===== config.mk =====
export PLATFORM = sky130hd
export DESIGN_NAME = tslot_sched
export DESIGN_NICKNAME = d
export VERILOG_FILES = /design/src/rtl/tslot_pkg.sv /design/src/rtl/tslot_fifo.sv /design/src/rtl/tslot_timer.sv /design/src/rtl/tslot_sched.sv
export SDC_FILE = /design/constraint.sdc
export NUM_CORES = 1
export LEC_CHECK = 0
export BUFFER_PORTS_ARGS = -buffer_cell sky130_fd_sc_hd__buf_2
export CAP_MARGIN = 25
export CORE_MARGIN = 2
export CORE_UTILIZATION = 53
export DETAILED_ROUTE_END_ITERATION = 6
export MAX_ROUTING_LAYER = met4
export PLACE_DENSITY_LB_ADDON = 0.3
export SYNTH_ARGS = -nofsm -noshare
export SYNTH_HDL_FRONTEND = slang
export SYNTH_SLANG_ARGS = --single-unit

===== constraint.sdc =====
create_clock -name clk -period 11 [get_ports clk]
set_input_delay 2.2 -clock clk [delete_from_list [all_inputs] [get_ports clk]]
set_output_delay 2.2 -clock clk [all_outputs]
set_load 0.1 [all_outputs]

===== src/rtl/tslot_pkg.sv =====
package tslot_pkg;

    // Rank position of a flow inside its group of four.
    typedef enum logic [1:0] {
        POS_FAST  = 2'd0,
        POS_HALF  = 2'd1,
        POS_QUART = 2'd2,
        POS_SHARE = 2'd3
    } pos_e;

    // Owner position for a base slot index inside an eight-slot pattern.
    function automatic pos_e pos_of_base(input logic [2:0] b);
        if (!b[0])
            return POS_FAST;
        else if (b[1:0] == 2'b01)
            return POS_HALF;
        else if (b == 3'b011)
            return POS_QUART;
        else
            return POS_SHARE;
    endfunction

    // Slot length in clock cycles: rounded-up serialisation time plus guard.
    function automatic int unsigned slot_cycles(input int unsigned nbytes,
                                                input int unsigned rlog,
                                                input int unsigned guard);
        int unsigned bits;
        int unsigned ser;
        int unsigned total;
        bits  = nbytes * 8;
        ser   = (bits + (32'd1 << rlog) - 32'd1) >> rlog;
        total = ser + guard;
        if (total == 0)
            total = 1;
        return total;
    endfunction

endpackage


===== src/rtl/tslot_fifo.sv =====
module tslot_fifo #(
    parameter int DEPTH = 4,
    parameter int W     = 16
) (
    input  logic         clk,
    input  logic         rst,
    input  logic         push,
    input  logic [W-1:0] din,
    input  logic         pop,
    output logic [W-1:0] dout,
    output logic         empty,
    output logic         full
);
    localparam int AW = (DEPTH > 1) ? $clog2(DEPTH) : 1;
    localparam int CW = $clog2(DEPTH + 1);

    logic [W-1:0]  mem [DEPTH];
    logic [AW-1:0] wp, rp;
    logic [CW-1:0] cnt;

    function automatic logic [AW-1:0] step(input logic [AW-1:0] p);
        return (p == AW'(DEPTH - 1)) ? '0 : p + AW'(1);
    endfunction

    always_ff @(posedge clk) begin
        if (push)
            mem[wp] <= din;
    end

    always_ff @(posedge clk) begin
        if (rst) begin
            wp  <= '0;
            rp  <= '0;
            cnt <= '0;
        end else begin
            if (push)
                wp <= step(wp);
            if (pop)
                rp <= step(rp);
            case ({push, pop})
                2'b10:   cnt <= cnt + CW'(1);
                2'b01:   cnt <= cnt - CW'(1);
                default: cnt <= cnt;
            endcase
        end
    end

    assign dout  = mem[rp];
    assign empty = (cnt == '0);
    assign full  = (cnt == CW'(DEPTH));
endmodule


===== src/rtl/tslot_timer.sv =====
module tslot_timer #(
    parameter int SLOT_W = 16,
    parameter int GROUPS = 1,
    parameter int GRP_W  = 1
) (
    input  logic              clk,
    input  logic              rst,
    input  logic              cfg_load,
    input  logic [SLOT_W-1:0] cfg_len,
    output logic [SLOT_W-1:0] len_q,
    output logic              slot_start,
    output logic [GRP_W-1:0]  grp,
    output logic [2:0]        base
);
    logic              running;
    logic [SLOT_W-1:0] cyc;
    logic              slot_end;
    logic              grp_end;

    assign slot_end = (cyc == len_q - SLOT_W'(1));
    assign grp_end  = (grp == GRP_W'(GROUPS - 1));

    always_ff @(posedge clk) begin
        if (rst) begin
            running <= 1'b0;
            len_q   <= SLOT_W'(1);
            cyc     <= '0;
            grp     <= '0;
            base    <= '0;
        end else if (cfg_load) begin
            running <= 1'b1;
            len_q   <= cfg_len;
            cyc     <= '0;
            grp     <= '0;
            base    <= '0;
        end else if (running) begin
            if (slot_end) begin
                cyc <= '0;
                if (grp_end) begin
                    grp  <= '0;
                    base <= base + 3'd1;
                end else begin
                    grp <= grp + GRP_W'(1);
                end
            end else begin
                cyc <= cyc + SLOT_W'(1);
            end
        end
    end

    assign slot_start = running && (cyc == '0) && !cfg_load;
endmodule


===== src/rtl/tslot_sched.sv =====
module tslot_sched
    import tslot_pkg::*;
#(
    parameter int N_FLOWS = 4,
    parameter int QDEPTH  = 4,
    parameter int DESC_W  = 16,
    parameter int BYTES_W = 11,
    parameter int RATE_W  = 3,
    parameter int GUARD_W = 8,
    parameter int UND_W   = 8
) (
    input  logic                        clk,
    input  logic                        rst,
    input  logic                        cfg_load,
    input  logic [BYTES_W-1:0]          cfg_pkt_bytes,
    input  logic [RATE_W-1:0]           cfg_rate_log2,
    input  logic [GUARD_W-1:0]          cfg_guard,
    input  logic [N_FLOWS-1:0]          in_valid,
    input  logic [N_FLOWS*DESC_W-1:0]   in_desc,
    output logic [N_FLOWS-1:0]          in_ready,
    output logic                        grant_valid,
    output logic [((N_FLOWS > 1) ? $clog2(N_FLOWS) : 1)-1:0] grant_flow,
    output logic [DESC_W-1:0]           grant_desc,
    output logic [N_FLOWS*UND_W-1:0]    underrun_cnt
);
    localparam int GROUPS = (N_FLOWS + 3) / 4;
    localparam int GRP_W  = (GROUPS > 1) ? $clog2(GROUPS) : 1;
    localparam int OWN_W  = GRP_W + 2;
    localparam int FLOW_W = (N_FLOWS > 1) ? $clog2(N_FLOWS) : 1;
    localparam int SLOT_W = (((BYTES_W + 3) > GUARD_W) ? (BYTES_W + 3) : GUARD_W) + 1;

    typedef struct packed {
        logic              valid;
        logic [FLOW_W-1:0] flow;
        logic [DESC_W-1:0] desc;
    } grant_t;

    logic [SLOT_W-1:0] cfg_len;
    logic [SLOT_W-1:0] cur_len;
    logic              slot_start;
    logic [GRP_W-1:0]  grp;
    logic [2:0]        base;
    pos_e              pos;
    logic [1:0]        pos_bits;
    logic [OWN_W-1:0]  owner;

    logic [N_FLOWS-1:0] sel, pop, miss, push_v, empty_v, full_v, q_nonempty;
    logic [DESC_W-1:0]  heads [N_FLOWS];

    grant_t nxt, cur;

    assign cfg_len = SLOT_W'(slot_cycles(32'(cfg_pkt_bytes), 32'(cfg_rate_log2), 32'(cfg_guard)));

    tslot_timer #(
        .SLOT_W(SLOT_W),
        .GROUPS(GROUPS),
        .GRP_W (GRP_W)
    ) u_timer (
        .clk       (clk),
        .rst       (rst),
        .cfg_load  (cfg_load),
        .cfg_len   (cfg_len),
        .len_q     (cur_len),
        .slot_start(slot_start),
        .grp       (grp),
        .base      (base)
    );

    assign pos      = pos_of_base(base);
    assign pos_bits = pos;
    assign owner    = {grp, pos_bits};

    for (genvar f = 0; f < N_FLOWS; f++) begin : g_flow
        logic [UND_W-1:0] und_q;

        assign sel[f]        = slot_start && (owner == OWN_W'(f));
        assign pop[f]        = sel[f] && !empty_v[f];
        assign miss[f]       = sel[f] && empty_v[f];
        assign push_v[f]     = in_valid[f] && !full_v[f];
        assign in_ready[f]   = !full_v[f];
        assign q_nonempty[f] = !empty_v[f];

        tslot_fifo #(
            .DEPTH(QDEPTH),
            .W    (DESC_W)
        ) u_q (
            .clk  (clk),
            .rst  (rst),
            .push (push_v[f]),
            .din  (in_desc[f*DESC_W +: DESC_W]),
            .pop  (pop[f]),
            .dout (heads[f]),
            .empty(empty_v[f]),
            .full (full_v[f])
        );

        always_ff @(posedge clk) begin
            if (rst)
                und_q <= '0;
            else if (miss[f])
                und_q <= und_q + UND_W'(1);
        end

        assign underrun_cnt[f*UND_W +: UND_W] = und_q;
    end

    always_comb begin
        nxt       = '0;
        nxt.valid = |pop;
        nxt.flow  = owner[FLOW_W-1:0];
        for (int i = 0; i < N_FLOWS; i++) begin
            if (pop[i])
                nxt.desc = nxt.desc | heads[i];
        end
    end

    always_ff @(posedge clk) begin
        if (rst)
            cur <= '0;
        else
            cur <= nxt;
    end

    assign grant_valid = cur.valid;
    assign grant_flow  = cur.flow;
    assign grant_desc  = cur.desc;
endmodule


==> impl_metrics.ini, run 1 <==
[worst_setup_path]
critPathCaptureType = flop
timing.rr.start = u_timer.len_q[3]
reg2reg_slack_ns = 7.65
crit_fanout = 37
rr_endpoint = u_timer.cyc[5]
r2r_cells = 10
cp-start-kind = primary input
required_ns = 11.45
worst-setup-path-type = in -> reg
crit_arrival_ns = 9.00

[finish]
final_area_um2 = 20400
syn_to_final_growth_pct = 14.0
finalNonFillerCells = 2059
layout-drive-gt1-share_pct = 20.0
final_util_pct = 61.1
n_fill_cell = 2592
layout.nets = 1734

[timing]
setup_viol = 0
slew_headroom_pct = 39.4
rsz0062_at_grt = no
worst_slack_ns = 2.45
fin_hold_ws_ns = 0.502
hold_violations = 0
skew_ns = 0.0255
fmax_mhz = 117
period_share_pct = 77.7
slew_viol_final = 0
worst_slew_pin_slew_ns = 0.909
setup-tns-final_ns = 0
period_needed_ns = 8.55

[power]
powerDensity_nw_per_um2 = 170
power_mw = 3.47
peakVddDrop_mv = 0.148
p_leak_nw = 7.44

[logic_synthesis]
yosysUniqueCellTypes = 85
synth_top_cell_area_share_pct = 42.8
ys_warn_count = 0
yosys.area.top_type = edfxtp_1
ys.flop_type = edfxtp_1
synth_area_leaders = edfxtp_1 (43%), dfxtp_1 (14%), mux4_2 (8.2%)
netlist_instances = 1446
ys_ff_latch = 377
synth_edf_count = 256
synth-seq-area-share_pct = 56.3
syn-cell-area_um2 = 17900
avgSynthCellArea_um2 = 12.4
synth_nets = 1608
synth-async-reset-ratio_pct = 0

[floorplan]
core_um2 = 33400
io-pin-count = 148
fp.dieH_um = 188
initial_utilization_pct = 53.6
rows = 67
dieArea_um2 = 35300
die_w_um = 188

[place]
placed_cells = 1978
gp_congestion = 0.885
placed_area_um2 = 19000
dp_slack_ns = 2.11
port-buffer-count = 147
dpl.hpwl_mm = 27.0

[clock_tree]
numCtsBuffers = 40
clock_sinks = 377
htreeDepth = 2
root_buffer = clkbuf_16
path_clk_slew_ns = 0.06
clock_latency_ns = 0.54
cts_hold_buf = 0
cts_buffer_depth = 3
cts_tree = built
cts_setup_buffers = 0
cts_resized = 0

[route]
drc = 0
antenna_left = 0
drt_iter0_drc = 778
viasPerCell = 5.75
first_pass_iters = 5
wire_per_inst_um = 19.2
routed_wl_mm = 39.6
via_count = 11841

[grt]
antenna_found_initial = 8
grt_max_degree = 53
grt-ovfl-total = 0
first_global_vias = 11726
track_usage_pct = 23.1
grt_pass1_wl_mm = 62.4

[run_status]
status = finished, final reports clean

[run]
drv_cap = 0

[min_path]
holdPathStages = 2
hold_path.class = reg -> reg
hold_start = g_flow[1].und_q[7]
hold_end = g_flow[1].und_q[7]
==> logic make-up after synthesis <==
| logic type | synth area share (%) |
|---|---|
| and+or+nand+nor | 11.9 |
| DFF | 56.3 |
| AOI/OAI and AO/OA | 8.87 |
| buffers and inverters | 2.91 |
| muxes | 10.7 |
| xor gates and xnor gates | 4.30 |
| adders and majority gates | 5.02 |
==> synth_stat cells (5+ instances only) <==
master,number
a211oi_1,15
a31oi_1,25
o21a_1,9
and2_1,9
nand2_1,99
clkbuf_1,55
buf_2,5
o22ai_1,10
buf_1,12
nand3_1,41
o21ai_0,39
nor2_1,157
or2_2,5
nand4_1,17
xor2_1,51
xnor2_1,37
a21o_1,9
a21oi_1,50
mux2_2,7
dfxtp_1,121
or3_1,8
fa_1,5
edfxtp_1,256
nor2b_1,12
nor3_1,23
nor4_1,11
a22oi_1,19
nor3b_1,5
mux4_2,65
ha_1,64
and3_1,29
inv_1,57
mux2i_1,34
==> state kept, by name, indices dropped and copies added, names as in the netlist, 2 cells and up, named ones only <==
name / count
g_flow.u_q.mem: 256
g_flow.und_q: 32
grant_desc: 16
u_timer.cyc: 15
u_timer.len_q: 15
g_flow.u_q.cnt: 12
g_flow.u_q.rp: 8
g_flow.u_q.wp: 8
u_timer.base: 3
grant_flow: 2
==> power breakdown <==
part / switching [mW] / total [mW] / internal, mW
clock: 0.551 / 1.39 / 0.841
combinational: 0.283 / 0.466 / 0.183
sequential: 0.0310 / 1.61 / 1.58
==> worst max path at each step <==
stage	cells past startpoint	endpoint	start	slack (ns)
6_report	25	u_timer.len_q[0]	cfg_rate_log2[2]	2.45
3_3_place_gp	26	u_timer.len_q[0]	cfg_rate_log2[2]	2.29
4_1_cts	25	u_timer.len_q[0]	cfg_rate_log2[2]	2.62
2_1_floorplan	27	u_timer.len_q[0]	cfg_rate_log2[1]	2.96
3_5_place_dp	26	u_timer.len_q[0]	cfg_rate_log2[2]	2.11
5_1_grt	26	u_timer.len_q[0]	cfg_rate_log2[2]	1.95
==> cell usage in the layout (no fill, tap or decap), drive strengths merged, types with 26 or more instances in the layout <==
cell type,instances
a21oi,52
a31oi,26
and3,29
buf,159
clkbuf,52
dfxtp,121
edfxtp,256
ha,64
inv,59
mux2i,34
mux4,65
nand2,99
nand3,42
nor2,158
o21ai,43
xnor2,37
xor2,51
==> area by class of cell <==
| type | instances | area (um^2) | area share, % |
|---|---|---|---|
| sequential | 377 | 10100 | 49.4 |
| multi-input combinational | 935 | 7320 | 35.8 |
| clock buffer | 52 | 1120 | 5.47 |
| timing repair buffer | 159 | 828 | 4.05 |
| tap | 448 | 561 | 2.74 |
| clock inverter | 20 | 264 | 1.29 |
| inverter | 59 | 221 | 1.08 |
| antenna | 9 | 22.5 | 0.110 |
==> worst max-delay path: stages <==
cell,delay [ns]
buf_2,0.53
clkinv_1,0.73
nor2_1,0.36
nand2_1,0.12
ha_1,0.32
inv_1,0.04
ha_1,0.35
a21oi_1,0.23
o21ai_0,0.15
a21oi_2,0.38
xnor2_1,0.19
mux2_2,0.31
mux4_2,0.51
ha_1,0.32
a211oi_1,0.21
nor2_1,0.11
o31ai_1,0.29
a21oi_1,0.17
xor2_1,0.18
nand4b_1,0.21
a2111oi_0,0.39
nand4bb_1,0.17
nor4_1,0.22
nand4_1,0.13
o21ai_1,0.14
==> layer usage <==
metal,global-route usage (%),vias up,wire [um]
met5,-,-,0
met2,37.3,333,19300
met3,4.51,71,2380
li1,-,5651,-
met1,29.5,5786,16800
met4,7.30,0,1060
Note: power is estimated with default switching activity, not from simulation.
==> run 2, diff against run 1 <==
==> constraint.sdc (replaced) <==
create_clock -name clk -period 7.3 [get_ports clk]
set_input_delay 1.46 -clock clk [delete_from_list [all_inputs] [get_ports clk]]
set_output_delay 1.46 -clock clk [all_outputs]
set_load 0.1 [all_outputs]
==> run 2 against run 1 <==
Compared with the run above:
- hold slack worse by 0.0091 ns
- clock power grew 43%
- combinational power up 53%
- critical endpoint unchanged
- global-route usage down 0.14 points
- via count about the same
- core utilization is essentially flat
- setup slack got worse by 1.6 ns
- routed wire length shrank 0.46%
- die area did not move
- non-clock buffer count up 11
- sequential cell count unchanged
==> impl_metrics.ini, run 2 (synthesis gave the netlist of run 1 again) <==
[power]
p_seq_share_pct = 47.3
clkPwrFrac_pct = 38.8
power_mw = 5.12
internal_power_mw = 3.82
p_sw_share_pct = 25.5
powerDensity_nw_per_um2 = 250
peakVddDrop_mv = 0.213
combPwrFrac_pct = 14.0
power_switching_mw = 1.31
p_leak_nw = 7.45

[clock_tree]
clock_sinks = 377
path_clk_slew_ns = 0.06
cts_tree = built
cts_resized = 0
clock_latency_ns = 0.54
cts_setup_buffers = 0
cts_hold_buf = 0
cts_buffer_depth = 3
root_buffer = clkbuf_16
htreeDepth = 2
numCtsBuffers = 39

[run_status]
status = finished, final reports clean

[worst_setup_path]
cpPeakStageDelay_ns = 0.46
critPathMostFrequentCell = a21oi_1
crit_arrival_ns = 6.89
required_ns = 7.75
crit_fanout = 13
worst-setup-path-type = in -> reg
cp-start-kind = primary input
critPathSlowestCell = or4_1
critPathCaptureType = flop

[route]
routed_wl_mm = 39.4
drt_iter0_drc = 765
wire_per_inst_um = 19.1
first_pass_iters = 5
antenna_left = 0
viasPerCell = 5.72
via_count = 11837
drc = 0

[floorplan]
initial_utilization_pct = 53.6
io-pin-count = 148
dieArea_um2 = 35300
die_w_um = 188
fp.dieH_um = 188
rows = 67
core_um2 = 33400

[timing]
period_needed_ns = 6.44
slew_headroom_pct = 38.1
worst_slew_pin_slew_ns = 0.928
fmax_mhz = 155
setup-tns-final_ns = 0
slew_viol_final = 0
setup_viol = 0
skew_ns = 0.0300
rsz0062_at_grt = no
period_share_pct = 88.2
hold_violations = 0

[grt]
antenna_found_initial = 7
grt-ovfl-total = 0
first_global_vias = 11568
grt_max_degree = 53
grt_pass1_wl_mm = 62.2
track_usage_pct = 22.9

[finish]
syn_to_final_growth_pct = 14.0
n_fill_cell = 2624
regMostFlops = g_flow.u_q.mem
final_util_pct = 61.2
layout_common_cells = edfxtp_1 (256), nor2_1 (157), buf_2 (146)
layout.nets = 1744
layout-drive-gt1-share_pct = 20.5
final_common_cell = edfxtp_1
largest_register_ffs = 256

[min_path]
hold_path.class = reg -> reg

[place]
port-buffer-count = 147
gp_congestion = 0.897
dpl.hpwl_mm = 27.4

[run]
drv_cap = 0
run 2: stage by stage:
| step | hold WS [ns] | worst slack, ns | cell area, um^2 | instances |
|---|---|---|---|---|
| 2_1_floorplan | 0.471 | 0.00394 | 17900 | 1446 |
| 3_3_place_gp | 0.464 | 0.497 | 19100 | 1989 |
| 3_5_place_dp | 0.482 | 0.390 | 19100 | 1989 |
| 4_1_cts | 0.492 | 0.926 | 20400 | 2061 |
| 5_1_grt | 0.532 | 0.304 | 20500 | 2068 |
| 6_report | 0.493 | 0.865 | 20500 | 2069 |
run 2: cell type report:
type | count | area (um^2) | share of cell area (%)
Sequential cell | 377 | 10100 | 49.4
Multi-Input combinational cell | 935 | 7320 | 35.8
Clock buffer | 50 | 1080 | 5.27
Timing Repair Buffer | 170 | 911 | 4.45
Tap cell | 448 | 561 | 2.74
Clock inverter | 22 | 233 | 1.14
Inverter | 59 | 221 | 1.08
Antenna cell | 8 | 20.0 | 0.0979
run 2: metal layers:
layer  track usage, %  part of all wire [%]  vias up
met1             29.5                    42     5776
li1                 -                     -     5677
met2             37.7                    49      325
met4             6.09                   2.2        0
met5                -                     0        -
met3             4.14                   6.1       59
run 2: worst paths after layout:
kind / from / endpoint / slack (ns) / cells past startpoint
worst max-delay path: cfg_rate_log2[0] / u_timer.len_q[0] / 0.86 / 27
worst min-delay path: g_flow[1].und_q[7] / g_flow[1].und_q[7] / 0.49 / 2
worst max register to register: u_timer.len_q[3] / u_timer.cyc[7] / 3.93 / 10
worst min register to register: g_flow[1].und_q[7] / g_flow[1].und_q[7] / 0.49 / 2
run 2: power groups by stage:
stage          clock network (mW)  logic [mW]  registers [mW]
6_report                     1.99       0.715            2.42
5_1_grt                      2.10       0.790            2.43
4_1_cts                      2.02       0.714            2.42
3_5_place_dp                    0       0.709            2.47
3_3_place_gp                    0       0.697            2.46
2_1_floorplan                   0       0.505            2.47
run 2: critical path, delay by kind of cell:
family	cells	cell delay, ns
AO/OA/AOI/OAI	13	2.51
AND/OR/NAND/NOR	8	1.50
adder cells (fa/ha/maj)	3	0.99
buffers and inverters	3	0.42
==> run 3, diff against run 2 <==
--- a/config.mk
+++ b/config.mk
@@ -11,7 +11,7 @@
 export CORE_UTILIZATION = 53
 export DETAILED_ROUTE_END_ITERATION = 6
 export MAX_ROUTING_LAYER = met4
-export PLACE_DENSITY_LB_ADDON = 0.3
+export PLACE_DENSITY = 0.72
 export SYNTH_ARGS = -nofsm -noshare
 export SYNTH_HDL_FRONTEND = slang
 export SYNTH_SLANG_ARGS = --single-unit
==> constraint.sdc (replaced) <==
create_clock -name clk -period 7.3 [get_ports clk]
set_input_delay 0.365 -clock clk [delete_from_list [all_inputs] [get_ports clk]]
set_output_delay 0.365 -clock clk [all_outputs]
set_load 0.1 [all_outputs]
==> run 3 against run 2 <==
Compared with the run above:
- via count is 0.59% lower
- cell count is 0.29% lower
- clock power is 3% higher
==> impl_metrics.ini, run 3 (synthesis gave the netlist of run 1 again) <==
[place]
gp_congestion = 0.941
placed_area_um2 = 19100
port-buffer-count = 147
dp_slack_ns = 1.26
placed_cells = 1983
dpl.hpwl_mm = 27.0

[power]
peakVddDrop_mv = 0.249
combPwrFrac_pct = 13.7
power_switching_mw = 1.31
p_sw_share_pct = 25.3
power_mw = 5.18
clkPwrFrac_pct = 39.6
internal_power_mw = 3.87
p_leak_nw = 7.48
powerDensity_nw_per_um2 = 253
p_seq_share_pct = 46.7

[finish]
final_area_um2 = 20500
layout-drive-gt1-share_pct = 20.3
regMostFlops = g_flow.u_q.mem
largest_register_ffs = 256
finalNonFillerCells = 2063
layout.nets = 1740
syn_to_final_growth_pct = 14.1
layout_common_cells = edfxtp_1 (256), nor2_1 (157), buf_2 (146)
final_util_pct = 61.2
final_common_cell = edfxtp_1

[worst_setup_path]
critPathCaptureType = flop
worst-setup-path-type = in -> reg
crit_fanout = 24
cp-start-kind = primary input
crit_arrival_ns = 6.09
required_ns = 7.75

[timing]
worst_slew_pin_slew_ns = 0.935
setup-tns-final_ns = 0
hold_violations = 0
rsz0062_at_grt = no
period_share_pct = 77.2
fmax_mhz = 177
slew_headroom_pct = 37.6
setup_viol = 0
slew_viol_final = 0
fin_hold_ws_ns = 0.0245
worst_slack_ns = 1.66
period_needed_ns = 5.64
skew_ns = 0.0397

[grt]
met1_usage_pct = 29.6
antenna_found_initial = 5
grtUsageMet3_pct = 4.53
grt-ovfl-total = 0
first_global_vias = 11682
grt-busiest-layer = met2
grt_pass1_wl_mm = 62.3
track_usage_pct = 23.0
grt_max_degree = 96
use_met2_pct = 37.5

[clock_tree]
numCtsBuffers = 39
cts_hold_buf = 1
clock_latency_ns = 0.56
clock_sinks = 377
cts_tree = built
cts_resized = 0
cts_buffer_depth = 3
htreeDepth = 2
path_clk_slew_ns = 0.06
root_buffer = clkbuf_16
cts_setup_buffers = 0

[run]
drv_cap = 0

[route]
routed_wl_mm = 39.6
first_pass_iters = 5
viasPerCell = 5.70
wire_per_inst_um = 19.2
via_count = 11767
antenna_left = 0
drt_iter0_drc = 793
drc = 0

[floorplan]
die_w_um = 188
io-pin-count = 148
initial_utilization_pct = 53.6
fp.dieH_um = 188
dieArea_um2 = 35300
core_um2 = 33400
rows = 67

[min_path]
hold_path.class = in -> reg

[run_status]
status = finished, final reports clean
## run 3: changes by cell type in the layout (fill, tap and decap cells not counted), sizes merged
cell | before | now
buf | 170 | 165
bufinv | 3 | 5
clkbuf | 50 | 49
clkinv | 15 | 17
clkinvlp | 4 | 1
diode | 8 | 6
dlygate4sd3 | 0 | 1
## run 3: power groups by stage
| stage | Sequential [mW] | Clock, mW | Combinational, mW |
|---|---|---|---|
| final | 2.42 | 2.05 | 0.711 |
| after CTS | 2.42 | 2.09 | 0.706 |
| after detailed placement | 2.47 | 0 | 0.700 |
| after floorplan | 2.47 | 0 | 0.505 |
| after global routing | 2.43 | 2.18 | 0.784 |
| after global placement | 2.46 | 0 | 0.686 |
## run 3: final cells by class
class | instances | area [um^2]
fillers | 2618 | 13000
flip-flops and latches | 377 | 10100
multi-input cells | 935 | 7320
clock buffers | 49 | 1050
repair buffers | 166 | 903
well taps | 448 | 561
clock inverters | 23 | 295
inverters | 59 | 221
diodes | 6 | 15.0
## run 3: final timing paths
path	startpoint	endpoint	slack [ns]	cells past startpoint
worst max register to register	u_timer.len_q[3]	u_timer.cyc[10]	3.92	10
worst max-delay path	cfg_rate_log2[0]	u_timer.len_q[0]	1.66	24
worst min-delay path	in_desc[29]	g_flow[1].u_q.mem[3][13]	0.02	1
worst min register to register	g_flow[1].und_q[7]	g_flow[1].und_q[7]	0.49	2
## run 3: routing by layer
| metal | routed length [um] | part of all wire (%) |
|---|---|---|
| met2 | 19700 | 50 |
| met5 | 0 | 0 |
| met1 | 17000 | 43 |
| met3 | 2260 | 5.7 |
| met4 | 740 | 1.9 |
## run 3: critical path, stage by stage
cell and delay (ns):
buf_2 0.35, nor3b_4 0.44, inv_1 0.09, ha_1 0.24
ha_1 0.23, or3_4 0.42, o221a_4 0.31, or4_1 0.47
nand3_1 0.20, a21oi_1 0.09, o21ai_0 0.26, a21oi_1 0.12
ha_1 0.25, a211oi_1 0.25, nor2_1 0.13, o31ai_1 0.26
a21oi_1 0.17, xor2_1 0.18, nand4b_1 0.19, a2111oi_0 0.34
nand4bb_1 0.16, nor4_1 0.27, nand4_1 0.15, o21ai_1 0.13
